<file path="src/rtl/rp_err_pkg.sv">
package rp_err_pkg;
    typedef enum logic [1:0] {
        SEV_COR      = 2'd0,
        SEV_NONFATAL = 2'd1,
        SEV_FATAL    = 2'd2,
        SEV_RSVD     = 2'd3
    } sev_e;

    typedef enum logic {
        IRQ_QUIET,
        IRQ_ASSERTED
    } irq_state_e;

    localparam int RPT_W  = 7;
    localparam int CMD_W  = 3;
    localparam int B_COR  = 0;
    localparam int B_MCOR = 1;
    localparam int B_UNC  = 2;
    localparam int B_MUNC = 3;
    localparam int B_FFAT = 4;
    localparam int B_NF   = 5;
    localparam int B_FAT  = 6;

    // received flags mapped onto command enable positions {fatal, nonfatal, cor}
    function automatic logic [CMD_W-1:0] rpt_to_en(input logic [RPT_W-1:0] r);
        return {r[B_FAT], r[B_NF], r[B_COR]};
    endfunction
endpackage

</file>
<file path="src/rtl/rp_err_status.sv">
module rp_err_status
    import rp_err_pkg::*;
#(
    parameter int SRC_W = 16
) (
    input  logic                 clk,
    input  logic                 rst_n,
    input  logic                 msg_valid,
    input  logic [1:0]           msg_sev,
    input  logic [SRC_W-1:0]     msg_src_id,
    input  logic [RPT_W-1:0]     rpt_w1c,
    output logic                 msg_ok,
    output logic [RPT_W-1:0]     rpt_q,
    output logic [RPT_W-1:0]     rpt_pre,
    output logic [RPT_W-1:0]     rpt_nxt,
    output logic [2*SRC_W-1:0]   src_q
);
    logic [2*SRC_W-1:0] src_nxt;
    sev_e               sev;

    assign sev = sev_e'(msg_sev);

    always_comb begin
        rpt_pre = rpt_q & ~rpt_w1c;
        rpt_nxt = rpt_pre;
        src_nxt = src_q;
        msg_ok  = msg_valid && (sev != SEV_RSVD);
        if (msg_ok) begin
            unique case (sev)
                SEV_COR: begin
                    if (rpt_pre[B_COR]) rpt_nxt[B_MCOR] = 1'b1;
                    else                src_nxt[SRC_W-1:0] = msg_src_id;
                    rpt_nxt[B_COR] = 1'b1;
                end
                SEV_NONFATAL: rpt_nxt[B_NF] = 1'b1;
                SEV_FATAL: begin
                    if (!rpt_pre[B_UNC]) rpt_nxt[B_FFAT] = 1'b1;
                    rpt_nxt[B_FAT] = 1'b1;
                end
                default: ;
            endcase
            if (sev != SEV_COR) begin
                if (rpt_pre[B_UNC]) rpt_nxt[B_MUNC] = 1'b1;
                else                src_nxt[2*SRC_W-1:SRC_W] = msg_src_id;
                rpt_nxt[B_UNC] = 1'b1;
            end
        end
    end

    always_ff @(posedge clk) begin
        if (!rst_n) begin
            rpt_q <= '0;
            src_q <= '0;
        end else begin
            rpt_q <= rpt_nxt;
            src_q <= src_nxt;
        end
    end
endmodule

</file>
<file path="src/rtl/rp_err_irq.sv">
module rp_err_irq
    import rp_err_pkg::*;
(
    input  logic             clk,
    input  logic             rst_n,
    input  logic             msg_ok,
    input  logic             cmd_wr,
    input  logic [CMD_W-1:0] cmd_q,
    input  logic [CMD_W-1:0] cmd_nxt,
    input  logic [RPT_W-1:0] rpt_pre,
    input  logic [RPT_W-1:0] rpt_nxt,
    input  logic             msi_en,
    output logic             msi_pulse,
    output logic             intx_level
);
    irq_state_e state_q, state_nxt;
    logic       cond_pre, cond_post, raise;

    always_comb begin
        cond_pre  = |(cmd_q & rpt_to_en(rpt_pre));
        cond_post = |(cmd_nxt & rpt_to_en(rpt_nxt));
        raise     = (msg_ok || cmd_wr) && !cond_pre && cond_post;
        state_nxt = state_q;
        unique case (state_q)
            IRQ_QUIET:
                if (raise || (cmd_wr && cond_post)) state_nxt = IRQ_ASSERTED;
            IRQ_ASSERTED:
                if (cmd_wr && !cond_post) state_nxt = IRQ_QUIET;
            default: state_nxt = IRQ_QUIET;
        endcase
    end

    always_ff @(posedge clk) begin
        if (!rst_n) state_q <= IRQ_QUIET;
        else        state_q <= state_nxt;
    end

    always_ff @(posedge clk) begin
        if (!rst_n) msi_pulse <= 1'b0;
        else        msi_pulse <= raise && msi_en;
    end

    assign intx_level = (state_q == IRQ_ASSERTED) && !msi_en;
endmodule

</file>
<file path="src/rtl/rp_err_collector.sv">
module rp_err_collector
    import rp_err_pkg::*;
#(
    parameter int SRC_W    = 16,
    parameter int MSGNUM_W = 5
) (
    input  logic                clk,
    input  logic                rst_n,
    input  logic                msg_valid,
    input  logic [1:0]          msg_sev,
    input  logic [SRC_W-1:0]    msg_src_id,
    input  logic                cmd_wr,
    input  logic [CMD_W-1:0]    cmd_wdata,
    input  logic [RPT_W-1:0]    rpt_w1c,
    input  logic                msi_en,
    input  logic [MSGNUM_W-1:0] msg_num_in,
    output logic [CMD_W-1:0]    root_cmd,
    output logic [31:0]         root_sts,
    output logic [2*SRC_W-1:0]  err_src_id,
    output logic                msi_pulse,
    output logic                intx_level
);
    localparam int PAD_W = 32 - MSGNUM_W - RPT_W;

    logic [CMD_W-1:0]    cmd_q, cmd_nxt;
    logic [MSGNUM_W-1:0] msgnum_q;
    logic [RPT_W-1:0]    rpt_q, rpt_pre, rpt_nxt;
    logic                msg_ok;

    assign cmd_nxt = cmd_wr ? cmd_wdata : cmd_q;

    always_ff @(posedge clk) begin
        if (!rst_n) begin
            cmd_q    <= '0;
            msgnum_q <= '0;
        end else begin
            cmd_q    <= cmd_nxt;
            msgnum_q <= msg_num_in;
        end
    end

    rp_err_status #(.SRC_W(SRC_W)) u_status (
        .clk        (clk),
        .rst_n      (rst_n),
        .msg_valid  (msg_valid),
        .msg_sev    (msg_sev),
        .msg_src_id (msg_src_id),
        .rpt_w1c    (rpt_w1c),
        .msg_ok     (msg_ok),
        .rpt_q      (rpt_q),
        .rpt_pre    (rpt_pre),
        .rpt_nxt    (rpt_nxt),
        .src_q      (err_src_id)
    );

    rp_err_irq u_irq (
        .clk        (clk),
        .rst_n      (rst_n),
        .msg_ok     (msg_ok),
        .cmd_wr     (cmd_wr),
        .cmd_q      (cmd_q),
        .cmd_nxt    (cmd_nxt),
        .rpt_pre    (rpt_pre),
        .rpt_nxt    (rpt_nxt),
        .msi_en     (msi_en),
        .msi_pulse  (msi_pulse),
        .intx_level (intx_level)
    );

    assign root_cmd = cmd_q;
    assign root_sts = {msgnum_q, {PAD_W{1'b0}}, rpt_q};
endmodule

</file>
<file path="config.mk">
export PLATFORM = sky130hd
export DESIGN_NAME = rp_err_collector
export DESIGN_NICKNAME = d
export VERILOG_FILES = /design/src/rtl/rp_err_pkg.sv /design/src/rtl/rp_err_status.sv /design/src/rtl/rp_err_irq.sv /design/src/rtl/rp_err_collector.sv
export SDC_FILE = /design/constraint.sdc
export NUM_CORES = 1
export LEC_CHECK = 0
export BUFFER_PORTS_ARGS = -buffer_cell sky130_fd_sc_hd__buf_2
export CORE_UTILIZATION = 40
export CTS_CLUSTER_DIAMETER = 60
export DETAILED_ROUTE_END_ITERATION = 12
export PLACE_DENSITY = 0.75
export SYNTH_ARGS = -nofsm -noshare
export SYNTH_HDL_FRONTEND = slang
export SYNTH_SLANG_ARGS = --single-unit
export TNS_END_PERCENT = 100
</file>
<file path="constraint.sdc">
create_clock -name clk -period 1.2 [get_ports clk]
set_input_delay 0.12 -clock clk [delete_from_list [all_inputs] [get_ports clk]]
set_output_delay 0.12 -clock clk [all_outputs]
set_load 0.02 [all_outputs]
</file>
-- Word level (Yosys, flattened, before mapping)
Index checks and enable logic that the tools add are counted.
W data, S select, Z words.
- eq/ne operators: 3
- mux-type cells: 13
- bitwise operators: 7
- reduce and logical (&&, ||, !) cells: 18
- operators by type and width (operator ; count):
    $mux W1 ; 8
    $and A7 B7 Y7 ; 1
    $logic_and A1 B1 Y1 ; 7
    $mux W7 ; 1
    $not A7 Y7 ; 1
    $and A3 B3 Y3 ; 2
    $reduce_and A3 Y1 ; 2
    $reduce_or A3 Y1 ; 2
    $mux W2 ; 2
    $logic_not A1 Y1 ; 3
    $mux W3 ; 1
    $not A1 Y1 ; 3
    $eq A2 B1 Y1 const B ; 1
    $eq A2 B2 Y1 const B ; 1
    $logic_not A2 Y1 ; 1
    $logic_or A1 B1 Y1 ; 2
    $ne A2 B2 Y1 const B ; 1
    $pmux W1 S2 ; 1
    $reduce_bool A2 Y1 ; 1
- flip-flop bits (word level): 49
- bits of input ports: 38
- output and inout port bits: 69
- word-level logic and storage cells: 48

-- Logic depth before layout (Yosys ltp)
- depth after elaboration: 11
- depth in mapped cells: 6
- mapped depth without buffers: 4

-- By module
A second synthesis with hierarchy kept.
- cell total of the unflattened synthesis: 216
- area, all modules: 2112.0 um2
- modules (own cells, without submodules) (module ; instances ; cells an instance ; area each (um2) ; seq. area each (um2)):
    rp_err_status ; 1 ; 161 ; 1559.0 ; 780.7
    rp_err_collector ; 1 ; 40 ; 411.6 ; 160.2
    rp_err_irq ; 1 ; 15 ; 141.4 ; 40.0

-- Least setup slack after synthesis
OpenSTA, ideal clock, no wires.
- path type: register -> register
- from: register u_status.rpt_q[0]
- to: register u_status.src_q[10]
- library setup time: 141 ps
- arrival time: 1236 ps
- data required time: 1059 ps
- slack: -177 ps
- cell stages (with the launch flop): 7
- path buffers: 2
- period minus slack after synthesis: 1377 ps
- path through: dfxtp_1 > nor2b_1 > and2b_1 > buf_4 > buf_6 > nand2_1 > a21oi_2
- word-level cells in the longest chain between the ends: 3
- ends and longest elaborated chain (what ; line ; text):
    start: declaration ; rp_err_status.sv:13 ; output logic [RPT_W-1:0] rpt_q,
    start signal: assignment ; rp_err_status.sv:55 ; rpt_q <= rpt_nxt;
    $and A7 B7 Y7 ; rp_err_status.sv:24 ; rpt_pre = rpt_q & ~rpt_w1c;
    $not A1 Y1 (no line) ; n/a ;
    $reduce_and A3 Y1 (no line) ; n/a ;
    end signal: assignment ; rp_err_status.sv:56 ; src_q <= src_nxt;
    end: declaration ; rp_err_status.sv:16 ; output logic [2*SRC_W-1:0] src_q
No other way between the ends.
A chain may end at the register's enable or synchronous reset.

-- Worst setup path after layout
- from: register cmd_q[2] (netlist: root_cmd[2])
- to: register u_irq.state_q
- word-level cells in the longest chain between the ends: 8
- elaborated cells between the ends (all ways): 15
- ends and longest elaborated chain (what ; line ; text):
    start: declaration ; rp_err_collector.sv:25 ; logic [CMD_W-1:0] cmd_q, cmd_nxt;
    start signal: assignment ; rp_err_collector.sv:37 ; cmd_q <= cmd_nxt;
    $and A3 B3 Y3 ; rp_err_irq.sv:20 ; cond_pre = |(cmd_q & rpt_to_en(rpt_pre));
    $reduce_or A3 Y1 ; rp_err_irq.sv:20 ;
    $logic_not A1 Y1 ; rp_err_irq.sv:22 ; raise = (msg_ok || cmd_wr) && !cond_pre && cond_post;
    $logic_and A1 B1 Y1 (2 in a row) ; rp_err_irq.sv:22 ;
    $logic_or A1 B1 Y1 ; rp_err_irq.sv:26 ; if (raise || (cmd_wr && cond_post)) state_nxt = IRQ_ASSERTED;
    $mux W1 ; rp_err_irq.sv:26 ;
    $pmux W1 S2 (*) ; rp_err_irq.sv:24 ; unique case (state_q)
    end signal: assignment ; rp_err_irq.sv:35 ; else state_q <= state_nxt;
    end: declaration ; rp_err_irq.sv:16 ; irq_state_e state_q, state_nxt;
Every way passes the cells marked *; elsewhere a longest branch is shown, timed or not.

==> impl_metrics.yaml <==
synth:
  syn-mean-instance-area_um2: 9.52
  synth_area_mm2: 0.00200
  yosys-top-cells-count: "dfxtp_1 (49), nand2_1 (34), buf_4 (21), nor2_1 (18), mux2i_1 (16)"
  synth_top_area_share_pct: 49.1
  synth.area.top_cells: "dfxtp_1 (49%), mux2i_1 (8.0%), buf_4 (7.9%), nand2_1 (6.4%), a21oi_2 (4.4%)"
  yosysWarnings: 0
  async_flop_share_pct: 0
  synth_edf_count: 0
  ys_seq_area_share_pct: 49.1
  synth-main-ff-cell: "dfxtp_1"
  netlist_instances: 210
  synth.largest_area_cell: "dfxtp_1"
  ys_ff_latch: 49
  yosysMostFrequentCell: "dfxtp_1"
  ys_types: 34
setup_path:
  r2r_start: "root_cmd[2]"
  end_kind: "flip-flop"
  worst-path-buf-inv: 0
  worstPathCellList: "mux2_4 -> a222oi_1 -> a221oi_1"
  critPathMaxFanout: 2
  worstSetupStartpoint: "root_cmd[2]"
  critPathRequiredTime_ns: 1.36
  startpoint_type: "flip-flop"
  cp_slowest_stage_delay_ns: 0.42
  cp_slowest_cell: "a222oi_1"
  cp.arrival_ns: 1.48
  path_delay_family: "compound AO/OA/AOI/OAI gates"
  path_class: "reg -> reg"
global_routing:
  grt_pass1_vias: 1506
  grtUsageTotal_pct: 16.5
  antenna_found_initial: 0
  grt_max_degree: 25
  grt_first_pass_wirelength_um: 6670
  gr-total-overflow: 0
die:
  core_area_mm2: 0.00475
  die_w_um: 72.7
  die_h_um: 72.7
  rows: 25
  initial_core_util_pct: 42.1
  ioPinCount: 107
  die-area_mm2: 0.00529
clock_tree:
  cts_root_buf: "clkbuf_8"
  clk_pin_slew_ns: 0.08
  clock_path_buffers: 2
  cts_tree: "built"
  h-tree-depth: 2
  tritoncts.num_buffers: 5
  cts.sinks: 49
  cts_hold_buf: 0
  insertion_delay_ns: 0.29
pwr:
  ir_drop_mv: 0.646
  power_per_cell_area_mw_per_mm2: 1240
  leakage_nw: 1.50
  finalPower_mw: 3.55
placement:
  gp_congestion: 0.881
  portBuffers: 86
  dp_hpwl_um: 3300
  place_ws_ns: -0.130
  dp.cells: 369
drt:
  firstDrtPassIters: 4
  detail_route.vias_per_cell: 4.52
  wl_per_cell_um: 12.0
  postRouteAntennaNets: 0
  first_iter_violations: 49
  routed_wirelength_um: 4580
  drc: 0
  dr_total_vias: 1716
job:
  drv_cap: 0
sta:
  finalCritPeriodShare_pct: 110
  max_freq_mhz: 759
  hold_slack_ns: 0.0292
  setup_viol: 18
  maxSlewViolCount: 0
  rsz0062_at_grt: "true"
  finalSetupTns_ns: -0.741
  setup_ws_ns: -0.117
  finClkSkew_ns: 0.00350
  hold_violations: 0
  fin_crit_ns: 1.32
cells_and_area:
  final_cells: 380
  nNetsFinal: 350
  synthToLayoutAreaGrowth_pct: 43.2
  n_antenna_cell: 0
  drive_gt1_share_pct: 50.5
outcome:
  violations: "negative setup slack"
  status: "finished, violations left"
worst_hold_path:
  holdCritStartpoint: "msg_num_in[1]"
  min_path_type: "in -> reg"
[where the power goes]
| part | total [mW] | leakage, nW | internal (mW) | switching (mW) |
|---|---|---|---|---|
| Combinational | 0.633 | 1.04 | 0.250 | 0.383 |
| Clock | 1.18 | 0.0585 | 0.679 | 0.502 |
| Sequential | 1.73 | 0.403 | 1.70 | 0.0345 |
[cell type report]
class                   count  area (um2)
flip-flops and latches     49         992
clock inverters             1        30.0
multi-input cells         147        1030
fillers                   457        1890
well taps                  67        83.8
repair buffers            105         623
clock buffers               7        86.3
inverters                   4        15.0
[layer usage]
metal  global-route usage, %  routed length (um)  vias to the layer above
met3                    4.01                 214                        4
met5                       0                   0                        -
li1                        -                   -                      845
met2                    29.7                2470                       62
met4                    6.10                  32                        0
met1                    18.8                1860                      805
[layout by cell type, fill, tap and decap left out, drive strengths merged]
cell | Yosys | layout
a21boi | 1 | 1
o21ai | 1 | 1
clkinv | 1 | 1
nand3b | 2 | 2
conb | 1 | 20
dfxtp | 49 | 49
mux2 | 3 | 3
a22oi | 1 | 1
a31o | 1 | 1
a21oi | 19 | 19
xor2 | 1 | 1
o211ai | 1 | 1
nor2b | 4 | 4
o22ai | 1 | 1
nand2 | 34 | 34
a221oi | 1 | 1
nor3 | 1 | 1
and2 | 12 | 12
nand2b | 5 | 5
mux2i | 16 | 16
nor3b | 1 | 1
clkbuf | 3 | 8
and2b | 1 | 1
inv | 3 | 3
bufinv | 0 | 1
nand3 | 1 | 1
nor2 | 18 | 18
buf | 26 | 104
or2 | 1 | 1
a222oi | 1 | 1
[timing repair]
action,4_1_cts,5_1_grt
resized for setup,1,33
endpoints found under the setup margin,16,33
gates cloned,0,1
pin swaps,2,18
setup buffers,0,2
[cell families after synthesis]
logic type / count (synthesis) / synth area share [%]
compound gates: 27 / 9.70
xor+xnor: 1 / 0.814
buf+inv: 33 / 11.0
flops: 49 / 49.1
mux: 19 / 9.70
other cells: 1 / 0.188
simple gates: 80 / 19.5
[stage by stage]
stage / util (%) / area, um2
6_report: 60.2 / 2860
4_1_cts: 56.3 / 2680
5_1_grt: 60.2 / 2860
3_3_place_gp: 53.8 / 2560
3_5_place_dp: 53.8 / 2560
2_1_floorplan: - / 2130
[worst paths after layout]
path                                      endpoint  slack (ns)  depth (start not counted)
worst min-delay path                   msgnum_q[1]        0.03                          2
worst min register to register  u_status.src_q[15]        0.47                          2
worst max register to register       u_irq.state_q       -0.12                          3
worst max-delay path                 u_irq.state_q       -0.12                          3
[registers in the layout, indices dropped and copies added, names as in the netlist]
signal,cells
u_status.src_q,32
root_cmd,3
msgnum_q,5
u_status.rpt_q,7
u_irq.msi_pulse,1
u_irq.state_q,1
No activity file was read; power rests on OpenSTA's default activity.
